## config.mk

```make
export PLATFORM = sky130hd
export DESIGN_NAME = cpu_regfile
export DESIGN_NICKNAME = d
export VERILOG_FILES = /design/src/rtl/cpu_regfile.sv
export SDC_FILE = /design/constraint.sdc
export NUM_CORES = 1
export LEC_CHECK = 0
export BUFFER_PORTS_ARGS = -buffer_cell sky130_fd_sc_hd__buf_2
export CORE_MARGIN = 1.5
export CORE_UTILIZATION = 55
export DETAILED_ROUTE_END_ITERATION = 10
export MAX_ROUTING_LAYER = met4
export PLACE_DENSITY = 0.84
export SLEW_MARGIN = 10
export SYNTH_ARGS = -nofsm -noshare
export SYNTH_HDL_FRONTEND = slang
export SYNTH_SLANG_ARGS = --single-unit
export TNS_END_PERCENT = 10
```

## constraint.sdc

```tcl
create_clock -name clk -period 3.25 [get_ports clk]
set_input_delay 0.65 -clock clk [delete_from_list [all_inputs] [get_ports clk]]
set_output_delay 0.65 -clock clk [all_outputs]
set_load 0.03 [all_outputs]
```

## src/rtl/cpu_regfile.sv

```systemverilog
module cpu_regfile #(
  parameter int DATA_W = 16,
  parameter int NUM_REGS = 16
) (
  input  logic                        clk,
  input  logic                        rst,
  input  logic [DATA_W-1:0]           reset_vec,
  input  logic                        pc_step,
  input  logic [$clog2(NUM_REGS)-1:0] src_sel,
  input  logic [1:0]                  src_mode,
  output logic [DATA_W-1:0]           src_data,
  input  logic [$clog2(NUM_REGS)-1:0] dst_sel,
  output logic [DATA_W-1:0]           dst_data,
  input  logic                        wr_en,
  input  logic [$clog2(NUM_REGS)-1:0] wr_sel,
  input  logic [DATA_W-1:0]           wr_data
);
  localparam int ADDR_W = $clog2(NUM_REGS);
  localparam logic [ADDR_W-1:0] PC_IDX = ADDR_W'(0);
  localparam logic [ADDR_W-1:0] SP_IDX = ADDR_W'(1);
  localparam logic [ADDR_W-1:0] SR_IDX = ADDR_W'(2);
  localparam logic [ADDR_W-1:0] CG_IDX = ADDR_W'(3);
  localparam logic [DATA_W-1:0] PC_INC = DATA_W'(2);

  logic [DATA_W-1:0] regs [NUM_REGS];
  logic [DATA_W-1:0] sr_const, cg_const, wr_word;
  logic              wr_pc, wr_even;

  assign wr_pc   = wr_en && (wr_sel == PC_IDX);
  assign wr_even = (wr_sel == PC_IDX) || (wr_sel == SP_IDX);
  assign wr_word = wr_even ? {wr_data[DATA_W-1:1], 1'b0} : wr_data;

  always_ff @(posedge clk) begin
    if (rst) begin
      for (int k = 0; k < NUM_REGS; k++) regs[k] <= '0;
      regs[PC_IDX] <= reset_vec;
    end else begin
      if (wr_en && wr_sel != CG_IDX) regs[wr_sel] <= wr_word;
      if (pc_step && !wr_pc) regs[PC_IDX] <= regs[PC_IDX] + PC_INC;
    end
  end

  always_comb begin
    unique case (src_mode)
      2'b00: sr_const = regs[SR_IDX];
      2'b01: sr_const = '0;
      2'b10: sr_const = DATA_W'(4);
      default: sr_const = DATA_W'(8);
    endcase
    unique case (src_mode)
      2'b00: cg_const = '0;
      2'b01: cg_const = DATA_W'(1);
      2'b10: cg_const = DATA_W'(2);
      default: cg_const = '1;
    endcase
  end

  assign src_data = (src_sel == SR_IDX) ? sr_const :
                    (src_sel == CG_IDX) ? cg_const : regs[src_sel];
  assign dst_data = (dst_sel == CG_IDX) ? '0 : regs[dst_sel];

  AST_PC_ADVANCE: assert property (@(posedge clk) disable iff (rst)
    (pc_step && !wr_pc) |=> regs[PC_IDX] == $past(regs[PC_IDX]) + PC_INC);
  AST_PC_WRITE_WINS: assert property (@(posedge clk) disable iff (rst)
    wr_pc |=> regs[PC_IDX] == {$past(wr_data[DATA_W-1:1]), 1'b0});
  AST_SP_EVEN: assert property (@(posedge clk) disable iff (rst)
    regs[SP_IDX][0] == 1'b0);
  AST_CG_DST_ZERO: assert property (@(posedge clk) disable iff (rst)
    (dst_sel == CG_IDX) |-> dst_data == '0);
  AST_SP_HOLD: assert property (@(posedge clk) disable iff (rst)
    !(wr_en && wr_sel == SP_IDX) |=> $stable(regs[SP_IDX]));
  AST_SR_HOLD: assert property (@(posedge clk) disable iff (rst)
    !(wr_en && wr_sel == SR_IDX) |=> $stable(regs[SR_IDX]));
endmodule

```

==> impl_results.md <==
* Reg2Reg Depth at 5
* Power per standard cell area at 490 nW/um2
* Outcome: completed
* Dominant synthesized flop cell: edfxtp_1
* Net Sw Power at slightly below 2 mW
* Top cells by area, synth: edfxtp_1 (53%), mux4_2 (15%), and2_1 (9.7%)
* Initial drt markers at ~1300
* GRT Overall Usage at 0.292
* MaxCap Viol Count at 0
* Cell with the most instances after synthesis: edfxtp_1
* CTS tree: built
* Routed vias at approximately 9400
* Synth top area share at 0.531
* Most frequent cells after synthesis: edfxtp_1 (242), and2_1 (211), mux4_2 (91), clkbuf_1 (60), mux2i_1 (48)
* FP Rows at between 50 and 60
* Reg-to-reg endpoint: regs[0][15]
* Critical Path RT at roughly 2.6 ns
* Vias per cell at ~6.7
* Combinational share of power at 0.150
* Post-synthesis sequential area ratio at 0.531
* Number of H-tree levels at 1
* Seq pwr share at 0.503
* Worst Slack Setup Final at ~0.10 ns
* Slew Limit Fails at 0
* CP arrival at between 2 and 3 ns
* P_int at 5.52 mW
* Worst path top cell family by delay: buffers and inverters
* Max incr delay on CP at around 0.42 ns
* Crit-path max FO at 18
* WP buf/inv at 4
* Final setup fails at 0
* Core box area at between 20000 and 25000 um2
* Detailed Routing Iterations Pass 1 at 7
* Warnings, synthesis at 0
* Mapped cell area at between 10000 and 15000 um2
* Clock Sinks at ~240
* Clock skew at around 0.0081 ns
* Yosys cell types at 45
* Peak supply drop at roughly 0.55 mV
* FMAX at 318 MHz
* Final Power at ~7.5 mW
* Share of cells above drive strength 1 at 0.277
* FF-to-FF setup slack at approximately 1.1 ns
* Hold buffers post-CTS at 0
* Hpwl dp at ~24 mm
* Residual DRC at 0
* Remaining global-route overflow at 0
* Cts repair resizes at 0
* Avg Synthesized Cell Area at ~14 um2
* Number of CTS-inserted buffers at 25
* Worst setup path end: src_data[7]
* Largest regs: regs x242
* Worst R2R Start: regs[0][2]
* Worst Hold Class: in -> reg
* Critical Path End Type: primary output
* Pre-CTS setup slack at 0.0165 ns
* Later-pin clock latency in the skew report at about 0.53 ns
* Hold_ws at between 0.4 and 0.5 ns
* Largest net degree at the start of global routing at about 50
* # Post-CTS Setup Buffers at 0
* Crit path launch type: input pin
* FFs w/ async S/R, synth at 0
* Longest Clk Path Bufs at 3
* Number of enable flip-flop cells after synthesis at between 200 and 250
* Critical Path Stages at 7
* Unrepaired setup endpoints after global routing: false
* WS Path Type: in -> out
* Mapped Cells at 999
* Leakage at 5.56 nW
* Routability cong. at roughly 0.92
* Largest area contributor in the netlist: edfxtp_1
* Switching Share at 0.262
* Max-slew headroom at 0.495
* Period minus WS final at around 3.1 ns
* Critical path startpoint: src_sel[1]
* Cell repeated most along the worst path: a22oi_1
* WL/cell at 25.9 um
* Worst Tran Pin Value at approximately 0.76 ns
* Antenna-violating nets left at 0
* Clk pwr share at 0.346
* Initial antenna violation count at 0
* First-pass GRT wire length at 54.8 mm
* Final hold viol count at 0
* CTS clk-pin slew, worst paths at 0.06 ns
* Initial core utilization at 0.561
* Most flops, register: regs
* Number of port buffers at 81
* Die area at between 20000 and 30000 um2
* CP max stage cell: nor2_1
* Chip Height at ~160 um
* Yosys reg bits at between 200 and 250
* ANT cells at 0
* CP cell instances: clkbuf_4 > buf_12 > nor2_1 > buf_4 > a22oi_1 > a22oi_1 > buf_2
* CTS root buf: clkbuf_16
* IO Count at 82
* Die width at 161 um
* Routed Wire Length at ~36 mm
* Max reg flops at roughly 240
* Setup total negative slack at 0 ns
* Vias in the first global route at 9336
* Area Growth Syn to Fin at 11.7%
* Nets at 1111
* Fin crit share at 0.968
power by group through the flow:
stage                     registers [mW]  logic, mW  clock network, mW
after CTS                           3.76       1.11               2.60
after floorplan                     3.76      0.765                  0
after global placement              3.81       1.08                  0
final                               3.76       1.12               2.59
after detailed placement            3.82       1.10                  0
after global routing                3.78       1.18               2.70
worst min-delay path by stage:
stage | slack [ns] | cells past startpoint | startpoint | end
3_5_place_dp | 0.73 | 2 | regs[0][15] | regs[0][15]
3_3_place_gp | 0.70 | 2 | regs[0][15] | regs[0][15]
4_1_cts | 0.40 | 2 | reset_vec[0] | regs[0][0]
2_1_floorplan | 0.64 | 2 | regs[0][15] | regs[0][15]
5_1_grt | 0.43 | 2 | reset_vec[0] | regs[0][0]
6_report | 0.41 | 2 | reset_vec[0] | regs[0][0]
per-layer routing:
| layer | track usage | share of wire | vias to the layer above |
|---|---|---|---|
| li1 | - | - | 3937 |
| met1 | 0.390 | 0.37 | 4652 |
| met2 | 0.458 | 0.48 | 660 |
| met3 | 0.0447 | 0.11 | 106 |
| met4 | 0.111 | 0.038 | 0 |
| met5 | - | 0 | - |
layout by cell type (no fill, tap or decap), types with 3 or more instances in the layout:
| cell type | count |
|---|---|
| edfxtp_1 | 242 |
| and2_1 | 211 |
| mux4_2 | 91 |
| buf_2 | 78 |
| mux2i_1 | 48 |
| o21ai_0 | 41 |
| buf_4 | 36 |
| nand2_1 | 32 |
| a22oi_1 | 31 |
| mux2_2 | 30 |
| clkbuf_16 | 25 |
| a21oi_1 | 19 |
| nor2_1 | 18 |
| or2_2 | 17 |
| nor3_1 | 16 |
| o2bb2ai_1 | 16 |
| a21o_1 | 12 |
| buf_12 | 10 |
| inv_1 | 8 |
| nor2b_1 | 8 |
| xnor2_1 | 8 |
| nand3_1 | 8 |
| a221oi_1 | 6 |
| mux4_1 | 6 |
| clkinv_2 | 6 |
| clkinv_1 | 6 |
| and3_1 | 5 |
| xor2_1 | 5 |
| clkbuf_1 | 5 |
| nand4_1 | 4 |
| nor4_1 | 4 |
| nand2b_1 | 4 |
| conb_1 | 3 |
through the flow:
stage                     instance area [um2]  std cells   util
final                                   15300       1401  0.626
after global routing                    15300       1401  0.626
after CTS                               15300       1401  0.626
after detailed placement                14600       1357  0.597
after global placement                  14600       1357  0.597
after floorplan                         13700       1001      -
cell type report:
class | instances | area (um2)
flip-flops and latches | 242 | 7270
clock buffers | 30 | 644
fillers | 1812 | 9120
well taps | 324 | 405
clock inverters | 14 | 72.6
multi-input cells | 657 | 5970
inverters | 8 | 30.0
repair buffers | 126 | 880
cells by family (layout without fill, tap and decap cells):
family,after synthesis,count (layout),synth area share
and+or+nand+nor,333,333,0.142
DFF,242,242,0.531
muxes,175,175,0.221
AOI/OAI and AO/OA,132,132,0.0637
buffers and inverters,102,178,0.0324
xor gates and xnor gates,13,13,0.00833
adders and majority gates,1,1,0.000915
other,1,3,0.000274
Note: power is estimated with default switching activity, not from simulation.
